--- src/rtl/pcm_fifo_pkg.sv ---
package pcm_fifo_pkg;
  localparam int IRQ_N = 6;
  // status vector bit positions (software decodes these)
  localparam int SRC_EMPTY  = 0;
  localparam int SRC_AEMPTY = 1;
  localparam int SRC_FULL   = 2;
  localparam int SRC_AFULL  = 3;
  localparam int SRC_STARVE = 4;
  localparam int SRC_OVF    = 5;
endpackage

--- src/rtl/pcm_fifo_store.sv ---
module pcm_fifo_store #(
  parameter int DATA_W = 16,
  parameter int DEPTH  = 32,
  localparam int PTR_W = $clog2(DEPTH)
) (
  input  logic              clk,
  input  logic              rst_n,
  input  logic              wr_en,
  input  logic [DATA_W-1:0] wr_data,
  input  logic              rd_en,
  output logic [DATA_W-1:0] head_data
);
  logic [DATA_W-1:0] mem [DEPTH];
  logic [PTR_W-1:0]  wr_ptr_q, wr_ptr_d;
  logic [PTR_W-1:0]  rd_ptr_q, rd_ptr_d;

  function automatic logic [PTR_W-1:0] ptr_inc(input logic [PTR_W-1:0] p);
    return (p == PTR_W'(DEPTH - 1)) ? '0 : p + 1'b1;
  endfunction

  always_comb begin
    wr_ptr_d = wr_ptr_q;
    rd_ptr_d = rd_ptr_q;
    if (wr_en) wr_ptr_d = ptr_inc(wr_ptr_q);
    if (rd_en) rd_ptr_d = ptr_inc(rd_ptr_q);
  end

  always_ff @(posedge clk or negedge rst_n) begin
    if (!rst_n) begin
      wr_ptr_q <= '0;
      rd_ptr_q <= '0;
    end else begin
      if (wr_en) wr_ptr_q <= wr_ptr_d;
      if (rd_en) rd_ptr_q <= rd_ptr_d;
    end
  end

  // data array carries no reset; validity comes from the count
  always_ff @(posedge clk) begin
    if (wr_en) mem[wr_ptr_q] <= wr_data;
  end

  assign head_data = mem[rd_ptr_q];
endmodule

--- src/rtl/pcm_fifo_level.sv ---
module pcm_fifo_level #(
  parameter int DEPTH = 32,
  parameter int LVL_W = 6,
  localparam int CNT_W = $clog2(DEPTH + 1),
  localparam int SUM_W = ((CNT_W > LVL_W) ? CNT_W : LVL_W) + 1
) (
  input  logic             clk,
  input  logic             rst_n,
  input  logic             push_ok,
  input  logic             pop_ok,
  input  logic [LVL_W-1:0] thr,
  output logic [CNT_W-1:0] count,
  output logic             empty,
  output logic             full,
  output logic             aempty,
  output logic             afull
);
  logic [CNT_W-1:0] cnt_q, cnt_d;
  logic             cnt_ce;
  logic [SUM_W-1:0] cnt_ext, thr_ext, cnt_plus_thr;

  assign cnt_ce = push_ok ^ pop_ok;

  always_comb begin
    cnt_d = cnt_q;
    if (push_ok && !pop_ok)      cnt_d = cnt_q + 1'b1;
    else if (pop_ok && !push_ok) cnt_d = cnt_q - 1'b1;
  end

  always_ff @(posedge clk or negedge rst_n) begin
    if (!rst_n)      cnt_q <= '0;
    else if (cnt_ce) cnt_q <= cnt_d;
  end

  assign cnt_ext      = SUM_W'(cnt_q);
  assign thr_ext      = SUM_W'(thr);
  assign cnt_plus_thr = cnt_ext + thr_ext;

  assign count  = cnt_q;
  assign empty  = (cnt_q == '0);
  assign full   = (cnt_q == CNT_W'(DEPTH));
  assign aempty = (cnt_ext <= thr_ext);
  assign afull  = (cnt_plus_thr >= SUM_W'(DEPTH));
endmodule

--- src/rtl/pcm_fifo_irq.sv ---
module pcm_fifo_irq
  import pcm_fifo_pkg::*;
(
  input  logic             clk,
  input  logic             rst_n,
  input  logic [3:0]       level_src,
  input  logic             starve_evt,
  input  logic             ovf_evt,
  input  logic             clr_pulse,
  input  logic [IRQ_N-1:0] clr_mask,
  input  logic [IRQ_N-1:0] irq_en,
  input  logic             glb_en,
  output logic [IRQ_N-1:0] status,
  output logic             pending
);
  logic [1:0] stk_q, stk_d, set_v, clr_v;
  logic       stk_ce;

  assign set_v  = {ovf_evt, starve_evt};
  assign clr_v  = clr_pulse ? clr_mask[SRC_OVF:SRC_STARVE] : 2'b00;
  assign stk_ce = |set_v | |clr_v;

  // a set in the same cycle overrides the clear
  always_comb begin
    stk_d = (stk_q & ~clr_v) | set_v;
  end

  always_ff @(posedge clk or negedge rst_n) begin
    if (!rst_n)      stk_q <= '0;
    else if (stk_ce) stk_q <= stk_d;
  end

  assign status  = {stk_q, level_src};
  assign pending = glb_en & |(status & irq_en);
endmodule

--- src/rtl/pcm_sample_fifo.sv ---
module pcm_sample_fifo
  import pcm_fifo_pkg::*;
#(
  parameter int DATA_W = 16,
  parameter int DEPTH  = 32,
  parameter int LVL_W  = 6,
  localparam int CNT_W = $clog2(DEPTH + 1)
) (
  input  logic              clk,
  input  logic              rst_n,
  input  logic              fifo_en,
  input  logic              push_valid,
  input  logic [DATA_W-1:0] push_data,
  input  logic              pop_req,
  output logic [DATA_W:0]   rd_word,
  input  logic [LVL_W-1:0]  level_thr,
  input  logic [IRQ_N-1:0]  irq_en,
  input  logic              irq_global_en,
  input  logic              clr_pulse,
  input  logic [IRQ_N-1:0]  clr_mask,
  output logic [CNT_W-1:0]  count,
  output logic              flag_empty,
  output logic              flag_aempty,
  output logic              flag_full,
  output logic              flag_afull,
  output logic [IRQ_N-1:0]  irq_status,
  output logic              irq_pending
);
  logic              pop_ok, push_ok, ovf_evt, starve_evt;
  logic [DATA_W-1:0] head_data;

  // acceptance decisions
  assign pop_ok     = pop_req & ~flag_empty;
  assign push_ok    = push_valid & fifo_en & (~flag_full | pop_ok);
  assign ovf_evt    = push_valid & fifo_en & flag_full & ~pop_ok;
  assign starve_evt = pop_req & flag_empty;

  pcm_fifo_store #(.DATA_W(DATA_W), .DEPTH(DEPTH)) u_store (
    .clk       (clk),
    .rst_n     (rst_n),
    .wr_en     (push_ok),
    .wr_data   (push_data),
    .rd_en     (pop_ok),
    .head_data (head_data)
  );

  pcm_fifo_level #(.DEPTH(DEPTH), .LVL_W(LVL_W)) u_level (
    .clk    (clk),
    .rst_n  (rst_n),
    .push_ok(push_ok),
    .pop_ok (pop_ok),
    .thr    (level_thr),
    .count  (count),
    .empty  (flag_empty),
    .full   (flag_full),
    .aempty (flag_aempty),
    .afull  (flag_afull)
  );

  pcm_fifo_irq u_irq (
    .clk       (clk),
    .rst_n     (rst_n),
    .level_src ({flag_afull, flag_full, flag_aempty, flag_empty}),
    .starve_evt(starve_evt),
    .ovf_evt   (ovf_evt),
    .clr_pulse (clr_pulse),
    .clr_mask  (clr_mask),
    .irq_en    (irq_en),
    .glb_en    (irq_global_en),
    .status    (irq_status),
    .pending   (irq_pending)
  );

  assign rd_word = flag_empty ? '0 : {1'b1, head_data};
endmodule

--- config.mk ---
export PLATFORM = sky130hd
export DESIGN_NAME = pcm_sample_fifo
export DESIGN_NICKNAME = d
export VERILOG_FILES = /design/src/rtl/pcm_fifo_pkg.sv /design/src/rtl/pcm_fifo_store.sv /design/src/rtl/pcm_fifo_level.sv /design/src/rtl/pcm_fifo_irq.sv /design/src/rtl/pcm_sample_fifo.sv
export SDC_FILE = /design/constraint.sdc
export NUM_CORES = 1
export LEC_CHECK = 0
export BUFFER_PORTS_ARGS = -buffer_cell sky130_fd_sc_hd__buf_2
export CORE_MARGIN = 8
export CORE_UTILIZATION = 40
export DETAILED_ROUTE_END_ITERATION = 6
export HOLD_SLACK_MARGIN = 0.03
export PLACE_DENSITY = 0.59
export RECOVER_POWER = 100
export SLEW_MARGIN = 20
export SYNTH_ARGS = -nofsm -noshare
export SYNTH_HDL_FRONTEND = slang
export SYNTH_HIERARCHICAL = 1
export SYNTH_SLANG_ARGS = --single-unit
--- constraint.sdc ---
create_clock -name clk -period 4.4 [get_ports clk]
set_input_delay 0.22 -clock clk [delete_from_list [all_inputs] [get_ports clk]]
set_output_delay 0.22 -clock clk [all_outputs]
set_load 0.01 [all_outputs]
* Word-level counts from Yosys, hierarchy flattened
Memory sizes are Yosys's and may differ from the RTL's.
Index checks and enable logic that the tools add are counted.
** Operators by class
- $add $sub $neg :: 5
- Order comparisons :: 2
- Eq/ne operators :: 3
- Multiplexer cells :: 8
- Bitwise logic cells :: 17
- Reductions and logical operators :: 10
** Operators with widths (count)
- 17-bit two-way mux :: 1
- 6-bit two-way mux :: 2
- 5-bit by 1-bit adder with 5-bit output (second input constant) :: 2
- 5-bit == test (second input constant) :: 2
- 5-bit two-way mux :: 2
- 6-bit by 6-bit adder with 7-bit output :: 1
- 1-bit AND :: 7
- 7-bit by 6-bit >= comparator with 1-bit output (second input constant) :: 1
- 6-bit by 1-bit adder with 6-bit output (second input constant) :: 1
- 6-bit AND :: 1
- 6-bit == test (second input constant) :: 1
- 6-bit less-or-equal comparator :: 1
- 6-bit zero test :: 1
- 6-bit OR reduction :: 1
- 6-bit by 1-bit subtractor with 6-bit output (second input constant) :: 1
- 2-bit OR reduction :: 2
- 1-bit NOT :: 3
- 2-bit AND :: 1
- 1-bit logical AND :: 2
- 1-bit zero test :: 2
- 1-bit two-way mux :: 2
- 2-bit two-way mux :: 1
- 2-bit NOT :: 1
- 1-bit OR :: 2
- 4 further kinds :: 4
** Storage, ports and cells
- Bits in registers :: 18
- Bits in writable memories :: 512
- Input bits :: 41
- Output and inout port bits :: 34
- Word-level logic and storage cells :: 50
- Memories kept :: 1
** Memories
- u_store.mem :: words 32, bits a word 16, rd ports 1, clocked after memory_dff 0, wr ports 1, RTL line pcm_fifo_store.sv:13 : logic [DATA_W-1:0] mem [DEPTH];

* Longest topological paths before layout
- Word-level depth :: 9
- Depth in mapped cells :: 12
- Depth with buffers taken out :: 12

* Hierarchy
The synthesis kept the hierarchy.
** By module, submodules not included
- pcm_fifo_store :: times used 1, cells an instance 937, area an instance 20143.1 um^2, seq. area each 15625.0 um^2
- pcm_fifo_level :: times used 1, cells an instance 86, area an instance 779.5 um^2, seq. area each 150.1 um^2
- pcm_sample_fifo :: times used 1, cells an instance 24, area an instance 156.4 um^2, seq. area each 0.0 um^2
- pcm_fifo_irq :: times used 1, cells an instance 15, area an instance 136.4 um^2, seq. area each 50.0 um^2

* Least setup slack after synthesis
OpenSTA, ideal clock, no wires.
- Path type :: flip-flop to flip-flop
- Start :: register u_level.cnt_q[0] (netlist: u_level/count[0])
- End :: register u_level.cnt_q[5] (netlist: u_level/count[5])
- Library setup time :: 0.126 ns
- Data arrival time :: 3.550 ns
- Required time :: 4.274 ns
- Path slack :: 0.724 ns
- Cell stages (with the launch flop) :: 12
- Path buffers :: 0
- Clock period less this slack :: 3.676 ns
- Cell sequence :: dfrtp_1 -> or4_1 -> nor3_1 -> nand2b_1 -> a21oi_1 -> ha_1 -> inv_1 -> ha_1 -> o211ai_1 -> or3b_1 -> nand4_1 -> a221o_1
** Between the ends
- Word-level cells in the longest chain between the ends :: 9
- Elaborated cells on any way between the ends :: 18
- Classes of those cells :: add/sub: 2; eq/ne: 1; mux: 2; bitwise: 6; reduce/logical: 7
** Ends and longest elaborated chain
- start, declared :: RTL line pcm_fifo_level.sv:18 : logic [CNT_W-1:0] cnt_q, cnt_d;
- start signal, assigned :: RTL line pcm_fifo_level.sv:32 : else if (cnt_ce) cnt_q <= cnt_d;
- 6-bit zero test * :: RTL line pcm_fifo_level.sv:40 : assign empty = (cnt_q == '0);
- net flag_empty :: RTL line pcm_sample_fifo.sv:22 : output logic flag_empty,
- 1-bit NOT * :: RTL line pcm_sample_fifo.sv:33 : assign pop_ok = pop_req & ~flag_empty;
- 1-bit AND * :: RTL line pcm_sample_fifo.sv:33
- 1-bit OR * :: RTL line pcm_sample_fifo.sv:34 : assign push_ok = push_valid & fifo_en & (~flag_full | pop_ok);
- 1-bit AND * :: RTL line pcm_sample_fifo.sv:34
- net push_ok :: RTL line pcm_sample_fifo.sv:29 : logic pop_ok, push_ok, ovf_evt, starve_evt;
- 1-bit zero test :: RTL line pcm_fifo_level.sv:27 : else if (pop_ok && !push_ok) cnt_d = cnt_q - 1'b1;
- 1-bit logical AND :: RTL line pcm_fifo_level.sv:27
- 2-bit nonzero test (no line)
- 2-bit AND reduction (no line)
The timed path passes the listed nets; every way through them passes the cells marked *. The select of a mux whose other input is x is not followed.
A chain may end at the register's enable or synchronous reset.

* Worst setup path in the final report
- Start :: register u_store.rd_ptr_q[1]
- End :: output rd_word[7]
** Between the ends
- Word-level cells in the longest chain between the ends :: 2
** Ends and longest elaborated chain
- start, declared :: RTL line pcm_fifo_store.sv:15 : logic [PTR_W-1:0] rd_ptr_q, rd_ptr_d;
- start signal, assigned :: RTL line pcm_fifo_store.sv:34 : if (rd_en) rd_ptr_q <= rd_ptr_d;
- memory read 32 x 16 bit
- net head_data[7] :: RTL line pcm_sample_fifo.sv:30 : logic [DATA_W-1:0] head_data;
- 17-bit two-way mux :: RTL line pcm_sample_fifo.sv:74 : assign rd_word = flag_empty ? '0 : {1'b1, head_data};
- end, declared :: RTL line pcm_sample_fifo.sv:15 : output logic [DATA_W:0] rd_word,
The timed path passes the listed nets, and every way through them passes these cells.

==> impl_metrics.tcl <==
set metrics [dict create \
    status "complete, but fails checks" \
    violations "max-capacitance violations, max-slew violations" \
    root_buffer "clkbuf_16" \
    dp_hpwl_um 28600 \
    port_buffers 70 \
    start_kind "flop" \
    timing.final.ws_setup_ps 375 \
    cts-resized-gates 0 \
    crit_chain "buf_4 > mux4_2 > a22o_1 > a2111oi_1 > a21oi_1 > nor2b_1 > buf_2" \
    synth_top_area_frac 0.725 \
    grt_pass1_vias 10900 \
    ant_nets 0 \
    synth-async-reset-ratio 0.0340 \
    hold_path.class "in -> reg" \
    synthDistinctLibCells 55 \
    cp.required_ps 4180 \
    p_seq_frac 0.427 \
    grt_max_degree 37 \
    dpl-instance-area_mm2 0.0226 \
    cp_slowest_cell "a2111oi_1" \
    drc 0 \
    min_period_ps 4020 \
    htreeDepth 2 \
    p_leak_nw 7.73 \
    num_rows 84 \
    dominantRegCellSynth "edfxtp_1" \
    avgSynthCellArea_um2 20.0 \
    synth.area.top_cells "edfxtp_1, mux4_2, mux2i_1" \
    fmax_mhz 248 \
    skew_ps 22.3 \
    antenna_found_initial 0 \
    num_vias 10500 \
    syn-num-nets 1129 \
    clockBufferDepth 3 \
    grt_overflow_total 0 \
    gp_congestion 0.788 \
    syn_inst 1062 \
    power.switching_mw 4.16 \
    synth_top_area_cell "edfxtp_1" \
    stdcell_area_mm2 0.0240 \
    slowest_delay_ps 820 \
    cell_internal_pwr_mw 9.76 \
    grt_pass1_wl_um 71700 \
    combPwrFrac 0.272 \
    syn_area_mm2 0.0212 \
    grt_usage 0.159 \
    worst-path-buf-inv 2 \
    tightestPinTransition_ps 1720 \
    die_area_mm2 0.0607 \
    rsz0062_at_grt "false" \
    setup_viol 0 \
    final_nets 1257 \
    fin_crit_sh 0.915 \
    first_iter_violations 965 \
    yosys_warnings 6 \
    post_drt_wl_per_cell_um 25.0 \
    routed_wl_um 47900 \
    p_per_area_mw_per_mm2 579 \
    drv_cap 11 \
    pin_count 75 \
    cts_hold_buf 6 \
    tns_ps 0 \
    hold_violations 0 \
    clkPwrFrac 0.301 \
    cts_tree "yes" \
    clk_pin_slew_ps 60 \
    p_sw_frac 0.299 \
    syn_to_final_growth_pct 13.3 \
    die_x_um 246 \
    final_layout_size_suffix_gt1_frac 0.199 \
    clock_sinks 530 \
    slew_violations 335 \
    arrival_ps 3800 \
    pre_cts_ws_ps 973 \
    synth_seq_area_share 0.746 \
    peakVddDrop_mv 0.287 \
    ys_ff_latch 530 \
    avgViaCountPerCell 5.47 \
    slew_headroom -0.150 \
    synth_edf_count 512 \
    clkLatencyLatePin_ps 590 \
    dp.cells 1818 \
    cp_top_family "compound AO/OA/AOI/OAI gates" \
    postLayoutCoreUtil 0.457 \
    fin_cells 1916 \
    end_kind "primary output" \
    post_cts_buffers 0 \
    start_util 0.404 \
    path_max_fanout 23 \
    path_class "reg -> out" \
    final_common_cell "edfxtp_1" \
    mostFrequentLayoutCells "edfxtp_1, mux4_2, clkbuf_1, mux2i_1, clkbuf_16" \
    dr.pass1.iters 5 \
    core_area_mm2 0.0526 \
    cts_buffers 52 \
    die_y_um 246 \
]
worst register-to-register path, stage by stage (launching register included):
cell and delay, ps:
dfrtp_1 510, or4_1 590, nor3b_1 490, a21oi_1 130, buf_4 220, ha_1 250
inv_1 190, ha_1 310, o211ai_1 320, or3b_1 160, nand4_1 90, a221o_1 270
flip-flops by register name, summed over array words and instances, names as in the netlist:
signal	cells
u_store/mem	512
u_irq/stk_q	2
u_level/count	6
u_store/wr_ptr_q	5
u_store/rd_ptr_q	5
per-stage QoR:
stage / hold WS, ps / total power [mW]
6_report: 89.9 / 13.9
5_1_grt: 114 / 14.5
4_1_cts: 46.9 / 14.2
3_5_place_dp: 208 / 9.97
3_3_place_gp: 209 / 9.94
2_1_floorplan: -75.6 / 8.66
Yosys cell counts (all sizes together), types with 12 or more instances:
cell     instances
edfxtp         512
mux4            96
mux2i           65
a21oi           40
buf             37
nor2            31
ha              24
clkbuf          23
a22oi           19
dfrtp           18
o22ai           18
inv             17
a2111oi         16
a22o            16
o221ai          16
nand2           15
nor3            13
nor2b           12
cell families (layout without fill, tap and decap cells):
logic type / after synthesis / in the layout / share of synthesized area
other: 0 / 1 / 0
AOI/OAI and AO/OA: 152 / 152 / 0.0545
and+or+nand+nor: 107 / 107 / 0.0271
adders and majority gates: 26 / 26 / 0.0160
DFF: 530 / 530 / 0.746
buffers and inverters: 77 / 242 / 0.0190
xor gates and xnor gates: 4 / 4 / 0.00165
muxes: 166 / 166 / 0.136
layout make-up:
| cell class | instances | area (um2) |
|---|---|---|
| multi-input cells | 455 | 4990 |
| clock inverters | 21 | 174 |
| clock buffers | 70 | 1410 |
| diodes | 1 | 2.50 |
| inverters | 17 | 63.8 |
| flip-flops and latches | 530 | 15800 |
| repair buffers | 134 | 693 |
| well taps | 688 | 861 |
| fillers | 4485 | 28500 |
layer usage:
layer,track usage,vias up,wire [um]
met2,0.260,256,23500
li1,-,4652,-
met4,0.0414,0,930
met1,0.218,5514,20700
met5,0,-,0
met3,0.0303,68,2760
power by group through the flow:
stage	sequential (mW)	combinational [mW]	clock [mW]
6_report	5.94	3.78	4.19
5_1_grt	5.97	4.09	4.48
4_1_cts	5.95	3.93	4.29
3_5_place_dp	6.06	3.91	0
3_3_place_gp	6.05	3.89	0
2_1_floorplan	5.92	2.74	0
worst paths after layout:
| path | slack, ps | to | startpoint | cells past startpoint |
|---|---|---|---|---|
| hold / removal | 90 | u_irq/stk_q[1] | fifo_en | 4 |
| hold reg to reg | 560 | u_irq/stk_q[1] | u_irq/stk_q[1] | 1 |
| max in group asynchronous | 3230 | u_store/rd_ptr_q[1] | rst_n | 2 |
| setup reg to reg | 760 | u_level/count[5] | u_level/count[0] | 11 |
| min in group asynchronous | 360 | u_store/wr_ptr_q[2] | rst_n | 2 |
| setup / recovery | 380 | rd_word[7] | u_store/rd_ptr_q[1] | 7 |
(Power assumes the default switching activity.)
